`src/rtl/ir_rle_pkg.sv`:
```
package ir_rle_pkg;
  localparam int DUR_W   = 7;
  localparam int MAX_RUN = 2 ** DUR_W;

  typedef struct packed {
    logic             space;
    logic [DUR_W-1:0] dur_m1;
  } rle_code_t;
endpackage

```
`src/rtl/ir_tick_gen.sv`:
```
module ir_tick_gen #(
  parameter int PRESCALE = 16,
  parameter int DIV_W    = 8
) (
  input  logic             clk,
  input  logic             rst,
  input  logic [DIV_W-1:0] div,
  output logic             tick
);
  localparam int PW = (PRESCALE > 1) ? $clog2(PRESCALE) : 1;

  logic [PW-1:0]    pre_cnt;
  logic [DIV_W-1:0] div_cnt;
  logic [DIV_W-1:0] div_last;
  logic             pre_wrap;
  logic             div_wrap;

  assign div_last = (div == '0) ? '0 : div - DIV_W'(1);
  assign pre_wrap = (pre_cnt == PW'(PRESCALE - 1));
  assign div_wrap = (div_cnt >= div_last);

  always_ff @(posedge clk) begin
    if (rst) begin
      pre_cnt <= '0;
      div_cnt <= '0;
      tick    <= 1'b0;
    end else begin
      tick <= pre_wrap && div_wrap;
      if (pre_wrap) begin
        pre_cnt <= '0;
        div_cnt <= div_wrap ? '0 : div_cnt + DIV_W'(1);
      end else begin
        pre_cnt <= pre_cnt + PW'(1);
      end
    end
  end
endmodule

```
`src/rtl/ir_run_coder.sv`:
```
module ir_run_coder
  import ir_rle_pkg::*;
(
  input  logic      clk,
  input  logic      rst,
  input  logic      tick,
  input  logic      lvl_pulse,
  input  logic      idle_cmd,
  output logic      push,
  output rle_code_t code
);
  localparam int CW = DUR_W + 1;

  logic          active;
  logic          run_pulse;
  logic [CW-1:0] cnt;
  logic [CW-1:0] cnt_m1;

  assign cnt_m1 = cnt - CW'(1);

  always_ff @(posedge clk) begin
    if (rst) begin
      active    <= 1'b0;
      run_pulse <= 1'b1;
      cnt       <= '0;
      push      <= 1'b0;
      code      <= '0;
    end else begin
      push <= 1'b0;
      if (idle_cmd) begin
        active <= 1'b0;
        cnt    <= '0;
      end else if (tick) begin
        if (!active) begin
          if (lvl_pulse) begin
            active    <= 1'b1;
            run_pulse <= 1'b1;
            cnt       <= CW'(1);
          end
        end else if (lvl_pulse == run_pulse) begin
          if (cnt == CW'(MAX_RUN - 1)) begin
            push        <= 1'b1;
            code.space  <= ~run_pulse;
            code.dur_m1 <= '1;
            cnt         <= '0;
          end else begin
            cnt <= cnt + CW'(1);
          end
        end else begin
          if (cnt != '0) begin
            push        <= 1'b1;
            code.space  <= ~run_pulse;
            code.dur_m1 <= cnt_m1[DUR_W-1:0];
          end
          run_pulse <= lvl_pulse;
          cnt       <= CW'(1);
        end
      end
    end
  end
endmodule

```
`src/rtl/ir_rle_fifo.sv`:
```
module ir_rle_fifo #(
  parameter int WIDTH = 8,
  parameter int DEPTH = 16
) (
  input  logic                     clk,
  input  logic                     rst,
  input  logic                     wr_en,
  input  logic [WIDTH-1:0]         wr_data,
  input  logic                     rd_en,
  output logic [WIDTH-1:0]         rd_data,
  output logic [$clog2(DEPTH):0]   fill,
  output logic                     dropped
);
  localparam int AW = $clog2(DEPTH);

  logic [WIDTH-1:0] mem [DEPTH];
  logic [AW-1:0]    wr_ptr;
  logic [AW-1:0]    rd_ptr;
  logic             full;
  logic             empty;
  logic             do_wr;
  logic             do_rd;

  assign full    = (fill == (AW+1)'(DEPTH));
  assign empty   = (fill == '0);
  assign do_wr   = wr_en && !full;
  assign do_rd   = rd_en && !empty;
  assign dropped = wr_en && full;
  assign rd_data = mem[rd_ptr];

  always_ff @(posedge clk) begin
    if (do_wr) mem[wr_ptr] <= wr_data;
  end

  always_ff @(posedge clk) begin
    if (rst) begin
      wr_ptr <= '0;
      rd_ptr <= '0;
      fill   <= '0;
    end else begin
      if (do_wr) wr_ptr <= wr_ptr + AW'(1);
      if (do_rd) rd_ptr <= rd_ptr + AW'(1);
      case ({do_wr, do_rd})
        2'b10:   fill <= fill + (AW+1)'(1);
        2'b01:   fill <= fill - (AW+1)'(1);
        default: fill <= fill;
      endcase
    end
  end
endmodule

```
`src/rtl/ir_carrier_cnt.sv`:
```
module ir_carrier_cnt #(
  parameter int CW = 16
) (
  input  logic          clk,
  input  logic          rst,
  input  logic          rise,
  input  logic          gate,
  input  logic          en,
  input  logic          clr,
  output logic [CW-1:0] count,
  output logic          valid
);
  always_ff @(posedge clk) begin
    if (rst || clr) begin
      count <= '0;
    end else if (en && gate && rise && (count != '1)) begin
      count <= count + CW'(1);
    end
  end

  assign valid = (count != '0) && (count != '1);
endmodule

```
`src/rtl/ir_rle_rx.sv`:
```
module ir_rle_rx
  import ir_rle_pkg::*;
#(
  parameter int PRESCALE  = 16,
  parameter int DIV_W     = 8,
  parameter int DEPTH     = 16,
  parameter int IRQ_LEVEL = 8,
  parameter int CAR_W     = 16
) (
  input  logic             clk,
  input  logic             rst,
  input  logic             ir_in,
  input  logic             ir_carrier,
  input  logic             cfg_invert,
  input  logic [DIV_W-1:0] cfg_div,
  input  logic             idle_cmd,
  input  logic             pop,
  output logic [7:0]       pop_data,
  input  logic             stat_rd,
  output logic             data_avail,
  output logic             overrun,
  output logic             irq,
  input  logic             car_en,
  input  logic             car_clr,
  output logic [CAR_W-1:0] car_count,
  output logic             car_valid
);
  localparam int FW = $clog2(DEPTH) + 1;

  logic [1:0]  in_sync;
  logic [2:0]  car_sync;
  logic        lvl_pulse;
  logic        tick;
  logic        code_push;
  rle_code_t   code;
  logic [FW-1:0] fill;
  logic        dropped;

  always_ff @(posedge clk) begin
    if (rst) begin
      in_sync  <= '0;
      car_sync <= '0;
    end else begin
      in_sync  <= {in_sync[0], ir_in};
      car_sync <= {car_sync[1:0], ir_carrier};
    end
  end

  assign lvl_pulse = in_sync[1] ^ cfg_invert;

  ir_tick_gen #(.PRESCALE(PRESCALE), .DIV_W(DIV_W)) u_tick (
    .clk(clk), .rst(rst), .div(cfg_div), .tick(tick)
  );

  ir_run_coder u_coder (
    .clk(clk), .rst(rst), .tick(tick), .lvl_pulse(lvl_pulse),
    .idle_cmd(idle_cmd), .push(code_push), .code(code)
  );

  ir_rle_fifo #(.WIDTH(8), .DEPTH(DEPTH)) u_fifo (
    .clk(clk), .rst(rst), .wr_en(code_push), .wr_data(code),
    .rd_en(pop), .rd_data(pop_data), .fill(fill), .dropped(dropped)
  );

  always_ff @(posedge clk) begin
    if (rst)          overrun <= 1'b0;
    else if (dropped) overrun <= 1'b1;
    else if (stat_rd) overrun <= 1'b0;
  end

  assign data_avail = (fill != '0);
  assign irq        = (32'(fill) >= IRQ_LEVEL);

  ir_carrier_cnt #(.CW(CAR_W)) u_car (
    .clk(clk), .rst(rst), .rise(car_sync[1] && !car_sync[2]),
    .gate(lvl_pulse), .en(car_en), .clr(car_clr),
    .count(car_count), .valid(car_valid)
  );
endmodule

```
`config.mk`:
```
export PLATFORM = sky130hd
export DESIGN_NAME = ir_rle_rx
export DESIGN_NICKNAME = d
export VERILOG_FILES = /design/src/rtl/ir_rle_pkg.sv /design/src/rtl/ir_tick_gen.sv /design/src/rtl/ir_run_coder.sv /design/src/rtl/ir_rle_fifo.sv /design/src/rtl/ir_carrier_cnt.sv /design/src/rtl/ir_rle_rx.sv
export SDC_FILE = /design/constraint.sdc
export NUM_CORES = 1
export LEC_CHECK = 0
export BUFFER_PORTS_ARGS = -buffer_cell sky130_fd_sc_hd__buf_2
export CORE_MARGIN = 10
export CORE_UTILIZATION = 51
export DETAILED_ROUTE_END_ITERATION = 10
export HOLD_SLACK_MARGIN = 0.08
export PLACE_DENSITY = 0.71
export SYNTH_ARGS = -nofsm -noshare
export SYNTH_HDL_FRONTEND = slang
export SYNTH_SLANG_ARGS = --single-unit
```
`constraint.sdc`:
```
create_clock -name clk -period 2.63 [get_ports clk]
set_clock_uncertainty 0.1 [all_clocks]
set_input_delay 0.1315 -clock clk [delete_from_list [all_inputs] [get_ports clk]]
set_output_delay 0.1315 -clock clk [all_outputs]
set_load 0.01 [all_outputs]
```
# Word-level counts from Yosys, hierarchy flattened

Memories as Yosys holds them, arrays and structs flattened. A register that Yosys moved wholly into a read port is not among the register bits.
Cells that the tools add are included.

Bits in registers: 67
Memory bits (writable): 128
Input port bits: 18
Output and inout port bits: 28
Memories: 1

Memories:

| name       | words | bits a word | read ports | clocked after Yosys merged registers in | wr ports | line              | RTL |
|---|---|---|---|---|---|---|---|
| u_fifo.mem | 16    | 8           | 1          | 1                                       | 1        | ir_rle_fifo.sv:16 | `logic [WIDTH-1:0] mem [DEPTH];` |

$add $sub $neg: 10
$lt $le $gt $ge: 2
Equality and inequality tests: 9
Multiplexer cells: 24
Bitwise logic cells: 5
Reduce and logical (&&, ||, !) cells: 28

Operators by type and width:

| cell                  | count |
|---|---|
| $mux 8                | 9 |
| $add 16x1->16 const B | 1 |
| $add 8x1->8 const B   | 2 |
| $ne 16x16->1 const B  | 1 |
| $reduce_bool 16->1    | 1 |
| $add 4x1->4 const B   | 3 |
| $mux 1                | 12 |
| $pmux 5 s2            | 1 |
| $logic_and 1x1->1     | 9 |
| $eq 8x7->1 const B    | 1 |
| $ge 8x8->1            | 1 |
| $logic_not 8->1       | 1 |
| $mux 4                | 2 |
| $reduce_bool 2->1     | 4 |
| $reduce_bool 8->1     | 1 |
| $sub 8x1->8 const B   | 1 |
| $sub 7x1->7 const B   | 1 |
| $add 5x1->5 const B   | 1 |
| $eq 5x5->1 const B    | 1 |
| $ge 5x4->1 const B    | 1 |
| $logic_not 5->1       | 1 |
| $reduce_and 5->1      | 1 |
| $reduce_bool 5->1     | 1 |
| $sub 5x1->5 const B   | 1 |
| other kinds (13)      | 20 |

# Depth between registers and ports, before layout

Gate-level depths: netlist (run 1).

Depth in word-level cells: 5
Depth in mapped cells: 12
Depth with buffers taken out: 12

# Hierarchy

From an unflattened synthesis (run 1), not the netlist that was laid out.

Cell total of the unflattened synthesis: 678
Area total of the unflattened synthesis: 8908.5 µm²

By module, submodules not included:

| module         | instances | cells an instance | area each (µm²) |
|---|---|---|---|
| ir_rle_fifo    | 1         | 328               | 5845.6 |
| ir_run_coder   | 1         | 116               | 1033.5 |
| ir_tick_gen    | 1         | 103               | 923.4 |
| ir_carrier_cnt | 1         | 113               | 910.9 |
| ir_rle_rx      | 1         | 18                | 195.2 |

# Least setup slack after synthesis (run 1)

OpenSTA, ideal clock, no wires.

Kind: input to register
Start: input cfg_div[0]
End: register u_tick.div_cnt[3]
Arrival time: 2671 ps
Path slack: -236 ps
Cell stages on the path: 12
Path buffers: 0
Path through: inv_1 ha_1 nor2b_1 nand3b_1 or3_1 and2_1 ha_1 nand2b_1 a2111oi_2 o311a_1 nand2_1 o311ai_1

Cells in the longest elaborated chain, start to end: 4
Elaborated cells on any way between the ends: 5
Those cells by class: add/sub (1); order compare (1); mux (2); reduce/logical (1)

RTL lines:

| item                                           | line              | RTL |
|---|---|---|
| start: declaration                             | ir_rle_rx.sv:15   | `input logic [DIV_W-1:0] cfg_div,` |
| $sub 8x1->8 or $logic_not 8->1 (tied branches) | ir_tick_gen.sv:18 | `assign div_last = (div == '0) ? '0 : div - DIV_W'(1);` |
| $mux 8 (*)                                     | ir_tick_gen.sv:18 |  |
| $ge 8x8->1 (*)                                 | ir_tick_gen.sv:20 | `assign div_wrap = (div_cnt >= div_last);` |
| $mux 8 (*)                                     | ir_tick_gen.sv:31 | `div_cnt <= div_wrap ? '0 : div_cnt + DIV_W'(1);` |
| end signal: assignment                         | ir_tick_gen.sv:31 |  |
| end: declaration                               | ir_tick_gen.sv:13 | `logic [DIV_W-1:0] div_cnt;` |

Every way passes the cells marked *; elsewhere a longest branch is shown, timed or not.
A chain may end at the register's enable or synchronous reset.

==> results of run 1 <==
## report_power, final
group | total [µW] | internal, µW | switching [µW] | leakage [µW]
registers | 3290 | 3290 | 5.73 | 0.00146
logic | 114 | 53.3 | 60.2 | 0.00130
clock network | 2470 | 1330 | 1140 | 0.000272
## state kept, by name, indices dropped and copies added (netlist names), 2 cells and up, named ones only
register / flops
u_fifo.mem: 128
u_car.count: 16
u_coder.cnt: 8
u_coder.code: 8
u_tick.div_cnt: 8
u_fifo.fill: 5
u_fifo.rd_ptr: 4
u_fifo.wr_ptr: 4
u_tick.pre_cnt: 4
car_sync: 3
in_sync: 2
## cells in the mapped netlist, drive strengths merged (6+ instances only)
master,number,share of area [%]
edfxtp,128,45
dfxtp,71,16
nor2,63,2.8
mux4,40,10
nand2,35,1.5
ha,25,3.6
nand3,20,1.2
a21oi,18,1.0
inv,18,0.78
xor2,18,1.8
o21ai,16,0.93
xnor2,16,1.6
clkbuf,13,0.81
buf,12,0.78
nand4,12,0.87
nor3,12,0.70
or3,10,0.78
nor2b,8,0.58
o311ai,8,1.0
nor4,7,0.51
o22ai,7,0.51
or2,7,0.51
nand3b,6,0.52
## how the worst max path moves through the flow
stage                                           start                             end  slack (ns)  cells after the start
after detailed placement                   cfg_div[0]  u_tick.div_cnt[3]$_SDFFE_PP0P_       -0.22                     13
final                                        register                     pop_data[7]        0.12                      4
after floorplan           u_fifo.fill[0]$_SDFFE_PP0P_     u_fifo.fill[4]$_SDFFE_PP0P_       0.008                      9
after global placement                     cfg_div[0]  u_tick.div_cnt[3]$_SDFFE_PP0P_       -0.06                     13
after CTS                 u_fifo.fill[3]$_SDFFE_PP0P_     u_fifo.fill[4]$_SDFFE_PP0P_        0.02                     11
after global routing      u_fifo.fill[3]$_SDFFE_PP0P_     u_fifo.fill[4]$_SDFFE_PP0P_       0.004                     11
## final cells by class
type | instances | share of cell area (%)
inverter | 18 | 0.681
tap | 220 | 2.78
sequential | 199 | 53.2
clock buffer | 18 | 4.33
multi-input combinational | 381 | 32.5
timing repair buffer | 79 | 5.12
clock inverter | 14 | 1.39
## through the flow
step | util, % | setup TNS [ns] | power (µW) | instance area [µm²]
2_1_floorplan | - | 0 | 3430 | 8690
3_3_place_gp | 55.9 | -0.302 | 3470 | 9270
3_5_place_dp | 55.9 | -1.33 | 3470 | 9270
4_1_cts | 59.7 | 0 | 5930 | 9900
5_1_grt | 59.8 | 0 | 6070 | 9920
6_report | 59.8 | 0 | 5880 | 9920
## layout by cell type (no fill, tap or decap), types with 7 or more instances in the layout
cell / instances
nand2_1: 34
or3_1: 8
dfxtp_1: 66
nor3_1: 12
o22ai_1: 7
a21oi_1: 18
nand4_1: 12
o21ai_0: 15
nand3_1: 19
ha_1: 24
inv_1: 18
xnor2_1: 16
edfxtp_1: 128
clkbuf_16: 17
nor2b_1: 7
buf_2: 45
buf_4: 27
nor2_1: 62
mux4_2: 40
xor2_1: 18
## timing repair
item | in CTS | in global routing
endpoints found under the hold margin | 13 | 0
gates cloned | 0 | 0
resized for setup | 0 | 7
setup buffers | 1 | 0
pin swaps | 1 | 0
setup endpoints to repair | 1 | 1
hold buffers | 6 | 0
## cells by family after synthesis
logic type,synth area share (%)
and+or+nand+nor,11.7
xor gates and xnor gates,3.72
adders and majority gates,3.86
AOI/OAI and AO/OA,6.18
buffers and inverters,2.38
muxes,11.0
DFF,61.1
## worst register-to-register path, stage by stage, from the launching register on
cell      delay [ns]
dfxtp_4         0.36
nor4_4          0.28
buf_4           0.17
a21boi_2        0.06
inv_1           0.06
ha_1            0.21
ha_1            0.29
a21o_1          0.18
a21oi_1         0.18
xor2_1          0.10
or3_1           0.31
a21oi_1         0.14
## layer usage
metal / vias up / GRT usage, %
met5: - / 0
met4: 0 / 5.83
met3: 28 / 3.53
met2: 126 / 26.0
met1: 2603 / 18.2
li1: 2515 / -
==> results.json, run 1 <==
{
  "status": "finished, final reports clean",
  "setup_slack_ns": 0.118,
  "seq_area_mm2": 0.00528,
  "dieArea_mm2": 0.0225,
  "r2r_slack_ns": 0.12,
  "slowest_stage": "mux4_2",
  "path_cells": "buf_12 -> mux4_2 -> mux4_2 -> buf_2",
  "design.core.area_mm2": 0.0166,
  "synthDistinctLibCells": 67,
  "crit_path_start_kind": "register",
  "wirelength_um": 16400,
  "clockBufferDepth": 2,
  "max_slew.worst_pin.slew_ns": 0.723,
  "cp_top_family": "multiplexers",
  "placedCellCount": 890,
  "maxCapViolations": 0,
  "hold_class": "in2reg",
  "htree_levels": 4,
  "reg2regPathDepth": 11,
  "crit_buf_inv": 2,
  "multi_input_area_mm2": 0.00322,
  "max-slew-margin-rel_pct": 51.8,
  "first_iter_violations": 401,
  "hold_viol": 0,
  "p_per_area_mw_per_mm2": 593,
  "antenna_found_initial": 0,
  "diodes": 0,
  "start_util_pct": 52.0,
  "grt_setup_unrepaired": "no",
  "avgSynthCellArea_um2": 13.8,
  "place_hpwl_um": 11600,
  "critical_path.most_common_cell": "mux4_2",
  "num_rows": 47,
  "grt_pass1_vias": 5315,
  "drv_slew": 0,
  "nets": 740,
  "grt_max_degree": 42,
  "fin_crit_sh_pct": 95.5,
  "stdcell_count": 929,
  "syn_area_mm2": 0.00862,
  "synthArstFlopShare_pct": 0,
  "holdWs_ns": 0.149,
  "min_to": "in_sync[0]$_SDFF_PP0_",
  "postRouteAntennaNets": 0,
  "routed.top_layer": "met4",
  "numCtsBuffers": 17,
  "synth_warnings": 0,
  "globalplace.congestion": 0.852,
  "cellLeakagePower_uw": 0.00303,
  "path_clk_slew_ns": 0.07,
  "wl_met2_um": 8640,
  "dr_total_vias": 5272,
  "setup_violations": 0,
  "synth_ff_type": "edfxtp_1",
  "cp_slowest_stage_delay_ns": 0.57,
  "remaining_drc_errors": 0,
  "vdd_drop_max_mv": 0.430,
  "timing.rr.start": "u_fifo.fill[3]$_SDFFE_PP0P_",
  "wl_per_cell_um": 17.7,
  "ys_seq_area_share_pct": 61.1,
  "area_growth_pct": 15.0,
  "io_pins": 46,
  "nFillCells": 1306,
  "post-place-ws_ns": -0.225,
  "wl_met3_um": 662,
  "grtUsageTotal_pct": 15.2,
  "cp.required_ns": 2.40,
  "layout_min_cycle_time_ns": 2.51,
  "synth_seq_cells": 199,
  "clock_latency_ns": 0.43,
  "fmax_mhz": 398,
  "crit_arrival_ns": 2.28,
  "viasPerCell": 5.67,
  "cts_tree": "yes",
  "cp_max_fo": 32,
  "netlist_instances": 623,
  "clockRootBuffer": "clkbuf_16",
  "fp.dieW_um": 150,
  "cp-end-kind": "output pin",
  "grt_overflow": 0,
  "hold_start": "rst",
  "io_buffers": 45,
  "syn_nets": 667,
  "final_layout_size_suffix_gt1_share_pct": 24.3,
  "crit_type": "reg2out",
  "synth_edf_count": 128,
  "firstDrtPassIters": 5,
  "met1_length_um": 6800,
  "grt_pass1_wl_um": 27000,
  "whs_path_depth": 2,
  "clock_sinks": 199,
  "reg2reg_to": "u_fifo.fill[4]$_SDFFE_PP0P_",
  "die_y_um": 150
}
Power figures use the tool's default switching activity.
==> run 2, diff against run 1 <==
ABC_CLOCK_PERIOD_IN_PS = 2630   (was unset)
CORE_UTILIZATION = 38   (was 51)
PLACE_DENSITY = 0.56   (was 0.71)
==> run 2 against run 1 <==
Compared with the run above: maximum frequency rose by 0.34%; global-route usage fell by 3.4 points; critical path depth did not move; utilization fell by 15 points; hold slack improved by 0.00071 ns; via count fell by 1.6%; sequential share of layout area fell by 0.72 points; sequential cell count did not move; cell area rose by 1.2%; first-iteration DRC count fell by 34%; sequential power barely moved; critical endpoint unchanged; largest power group unchanged.
==> results.json, run 2 (same netlist as run 1, synthesis figures left out) <==
{
  "max_slew.worst_pin.slew_ns": 0.733,
  "p_per_area_mw_per_mm2": 594,
  "multi_input_area_mm2": 0.00323,
  "crit_type": "reg2out",
  "routed.top_layer": "met4",
  "grt_pass1_vias": 5355,
  "clock_sinks": 199,
  "reg2regPathDepth": 9,
  "clockRootBuffer": "clkbuf_16",
  "seq_area_mm2": 0.00527,
  "status": "finished, final reports clean",
  "hold_start": "rst",
  "layout_min_cycle_time_ns": 2.50,
  "first_iter_violations": 263,
  "clockBufferDepth": 2,
  "place_hpwl_um": 11700,
  "antenna_found_initial": 0,
  "cellLeakagePower_uw": 0.00305,
  "grt_overflow": 0,
  "largestRegisters": "u_fifo.mem x128, u_car.count x16",
  "maxCapViolations": 0,
  "vdd_drop_max_mv": 0.431,
  "final_common_cell": "edfxtp_1",
  "cp_max_fo": 32,
  "cp-end-kind": "output pin",
  "setup_violations": 0,
  "postRouteAntennaNets": 0,
  "drv_slew": 0,
  "globalplace.congestion": 0.813,
  "nFillCells": 2042,
  "met1_length_um": 7260,
  "place_area_mm2": 0.00937,
  "area_growth_pct": 16.4,
  "stdcell_count": 994,
  "firstDrtPassIters": 4,
  "start_util_pct": 38.3,
  "nets": 741,
  "slowest_stage": "mux4_2",
  "clock_latency_ns": 0.43,
  "whs_path_depth": 2,
  "htree_levels": 4,
  "cp_slowest_stage_delay_ns": 0.58,
  "hold_class": "in2reg",
  "wirelength_um": 16500,
  "wl_per_cell_um": 16.6,
  "dieArea_mm2": 0.0291,
  "placedCellCount": 956,
  "numCtsBuffers": 17,
  "critical_path.most_common_cell": "mux4_2",
  "wl_met3_um": 635,
  "path_cells": "buf_12 -> mux4_2 -> mux4_2 -> buf_2",
  "io_pins": 46,
  "hold_viol": 0,
  "design_area_mm2": 0.0100,
  "fmax_mhz": 399,
  "grtUsageTotal_pct": 11.8,
  "grt_setup_unrepaired": "no",
  "design.core.area_mm2": 0.0225,
  "largest_register_ffs": 128,
  "regMostFlops": "u_fifo.mem",
  "num_rows": 55,
  "final_util_pct": 44.6,
  "wl_met2_um": 8430,
  "crit_path_start_kind": "register",
  "grt_max_degree": 42,
  "fp.dieW_um": 171,
  "die_y_um": 171,
  "max-slew-margin-rel_pct": 51.1,
  "fin_crit_sh_pct": 95.2,
  "viasPerCell": 5.22,
  "final_cell_mix": "edfxtp_1, dfxtp_1, nor2_1",
  "final_layout_size_suffix_gt1_share_pct": 24.1,
  "remaining_drc_errors": 0,
  "grt_pass1_wl_um": 27600,
  "timing.rr.start": "u_fifo.fill[1]$_SDFFE_PP0P_",
  "path_clk_slew_ns": 0.07,
  "cp.required_ns": 2.40,
  "cts_tree": "yes",
  "crit_arrival_ns": 2.27,
  "io_buffers": 45,
  "dr_total_vias": 5186,
  "diodes": 0,
  "r2r_slack_ns": 0.17
}
## run 2: cell count changes in the layout (fill, tap and decap cells not counted), sizes merged
cell	before	now
clkinv	4	5
buf	73	74
clkbuf	18	17
inv	24	25
clkinvlp	3	1
## run 2: through the flow
step           setup TNS (ns)  setup slack, ns  hold WS [ns]  power, µW
2_1_floorplan               0          0.00772         0.111       3430
3_3_place_gp           -0.336          -0.0594         0.244       3470
3_5_place_dp           -0.882           -0.180         0.247       3470
4_1_cts                     0           0.0276         0.142       6030
5_1_grt                     0           0.0387         0.198       6180
6_report                    0            0.127         0.150       5960
## run 2: path summary, 6_finish.rpt
path | to
worst max register to register | u_fifo.fill[4]$_SDFFE_PP0P_
worst min-delay path | in_sync[0]$_SDFF_PP0_
worst max-delay path | pop_data[7]
worst min register to register | car_sync[1]$_SDFF_PP0_
## run 2: worst max-delay path, delay by kind of cell, from the launching register on
| kind | cells | cell delay (ns) |
|---|---|---|
| multiplexers | 2 | 1.06 |
| buffers and inverters | 2 | 0.42 |
| flip-flops | 1 | 0.34 |
## run 2: final cells by class
type                    count  share of cell area, %
clock inverters            14                   1.57
multi-input cells         381                   32.2
well taps                 285                   3.55
repair buffers             80                   5.26
clock buffers              17                   4.24
inverters                  18                  0.673
flip-flops and latches    199                   52.5
## run 2: power breakdown
group / total (µW) / switching [µW] / internal (µW)
registers: 3290 / 5.53 / 3290
clock network: 2560 / 1210 / 1350
logic: 114 / 60.3 / 53.4
## run 2: what timing repair did
action,CTS,global route
setup buffers,0,1
resized for setup,0,4
hold endpoints to repair,13,0
endpoints found under the setup margin,0,1
hold buffers,6,0
## run 2: per-layer routing
layer | vias up | track usage [%]
li1 | 2506 | -
met1 | 2564 | 14.5
met2 | 99 | 20.2
met3 | 17 | 2.65
met4 | 0 | 3.59
met5 | - | 0
==> run 3, diff against run 2 <==
PLACE_DENSITY = unset   (was 0.56)
==> run 3 against run 2 <==
Compared with the run above: hold slack better by 0.0046 ns; register-to-register slack got worse by 0.02 ns; largest cell class unchanged; largest power group unchanged; sequential cell count did not move; die area did not move; combinational power up 5%; critical path type unchanged; power is 2.7% higher; count of clock-buffer cells in the layout did not move.
==> results.json, run 3 (same netlist as run 1, synthesis figures left out) <==
{
  "io_buffers": 45,
  "dr_total_vias": 5273,
  "num_rows": 55,
  "critical_path.most_common_cell": "mux4_2",
  "postRouteAntennaNets": 0,
  "largest_register_ffs": 128,
  "final_common_cell": "edfxtp_1",
  "viasPerCell": 5.27,
  "cts_tree": "yes",
  "remaining_drc_errors": 0,
  "wl_met2_um": 8430,
  "max_slew.worst_pin.slew_ns": 0.746,
  "wl_met3_um": 669,
  "clock_sinks": 199,
  "fp.dieW_um": 171,
  "placedCellCount": 960,
  "cp_max_fo": 16,
  "diodes": 0,
  "cellLeakagePower_uw": 0.00310,
  "grtUsageTotal_pct": 12.1,
  "tns_ns": 0,
  "die_y_um": 171,
  "crit_type": "reg2out",
  "antenna_found_initial": 0,
  "maxCapViolations": 0,
  "start_util_pct": 38.3,
  "crit_arrival_ns": 2.25,
  "place_hpwl_um": 11800,
  "nFillCells": 1999,
  "dieArea_mm2": 0.0291,
  "firstDrtPassIters": 5,
  "clockBufferDepth": 2,
  "htree_levels": 4,
  "setup_violations": 0,
  "path_cells": "buf_12 -> mux4_2 -> mux4_2 -> buf_2",
  "max-slew-margin-rel_pct": 50.3,
  "largestRegisters": "u_fifo.mem x128, u_car.count x16",
  "wl_per_cell_um": 16.9,
  "grt_max_degree": 42,
  "hold_viol": 0,
  "crit_path_start_kind": "register",
  "design.core.area_mm2": 0.0225,
  "stdcell_count": 1000,
  "cp.required_ns": 2.40,
  "wirelength_um": 16900,
  "final_layout_size_suffix_gt1_share_pct": 24.9,
  "cp-end-kind": "output pin",
  "met1_length_um": 7650,
  "fin_crit_sh_pct": 94.5,
  "regMostFlops": "u_fifo.mem",
  "grt_overflow": 0,
  "status": "finished, final reports clean",
  "clock_latency_ns": 0.43,
  "io_pins": 46,
  "first_iter_violations": 342,
  "path_clk_slew_ns": 0.07,
  "grt_pass1_vias": 5502,
  "p_total_uw": 6120,
  "cp_slowest_stage_delay_ns": 0.55,
  "nets": 746,
  "area_growth_pct": 17.3,
  "vdd_drop_max_mv": 0.426,
  "clockRootBuffer": "clkbuf_16",
  "hold_class": "in2reg",
  "numCtsBuffers": 17,
  "layout_min_cycle_time_ns": 2.49,
  "globalplace.congestion": 0.838,
  "grt_pass1_wl_um": 28200,
  "drv_slew": 0,
  "routed.top_layer": "met4",
  "p_per_area_mw_per_mm2": 605,
  "fmax_mhz": 402,
  "slowest_stage": "mux4_2",
  "final_cell_mix": "edfxtp_1, dfxtp_1, nor2_1"
}
==> run 3: path summary, 6_finish.rpt <==
path	from	to	slack, ns	cells past startpoint
max	register	pop_data[2]	0.14	4
min	rst	u_fifo.fill[2]$_SDFFE_PP0P_	0.15	2
max reg2reg	u_fifo.fill[0]$_SDFFE_PP0P_	u_fifo.fill[4]$_SDFFE_PP0P_	0.15	11
min reg2reg	in_sync[0]$_SDFF_PP0_	in_sync[1]$_SDFF_PP0_	0.35	1
==> run 3: worst max-delay path, delay by kind of cell, from the launching register on <==
kind | cells | cell delay, ns
buf+inv | 2 | 0.36
flops | 1 | 0.40
mux | 2 | 1.04
==> run 3: final cells by class <==
class,count,area (µm²),share of cell area [%]
multi-input cells,381,3230,31.9
clock buffers,17,425,4.21
clock inverters,15,196,1.94
repair buffers,85,571,5.64
well taps,285,357,3.53
flip-flops and latches,199,5270,52.1
inverters,18,67.6,0.668
==> run 3: per-layer routing <==
metal / track usage, % / vias up
met5: 0 / -
met1: 14.7 / 2627
met2: 20.5 / 103
li1: - / 2523
met4: 3.05 / 0
met3: 3.39 / 20
==> run 3: where the power goes <==
| group | internal (µW) | switching [µW] |
|---|---|---|
| Combinational | 55.7 | 64.5 |
| Sequential | 3290 | 5.70 |
| Clock | 1460 | 1250 |
| Total | 4810 | 1320 |
==> run 3: timing repair <==
action | CTS | global route
resized for setup | 0 | 5
pin swaps | 1 | 1
buffers inserted | 1 | 0
cloned | 0 | 1
hold endpoints to repair | 13 | 0
hold buffers | 6 | 0
setup endpoints to repair | 1 | 2
==> run 3: stage by stage <==
step           util, %  instance area, µm²  setup WS [ns]  hold WS (ns)
6_report          44.9               10100          0.144         0.155
5_1_grt           44.9               10100      -0.000776         0.177
4_1_cts           44.8               10100        0.00113         0.143
3_5_place_dp      41.7                9390         -0.235         0.249
3_3_place_gp      41.7                9390        -0.0587         0.247
2_1_floorplan        -                8690        0.00772         0.111
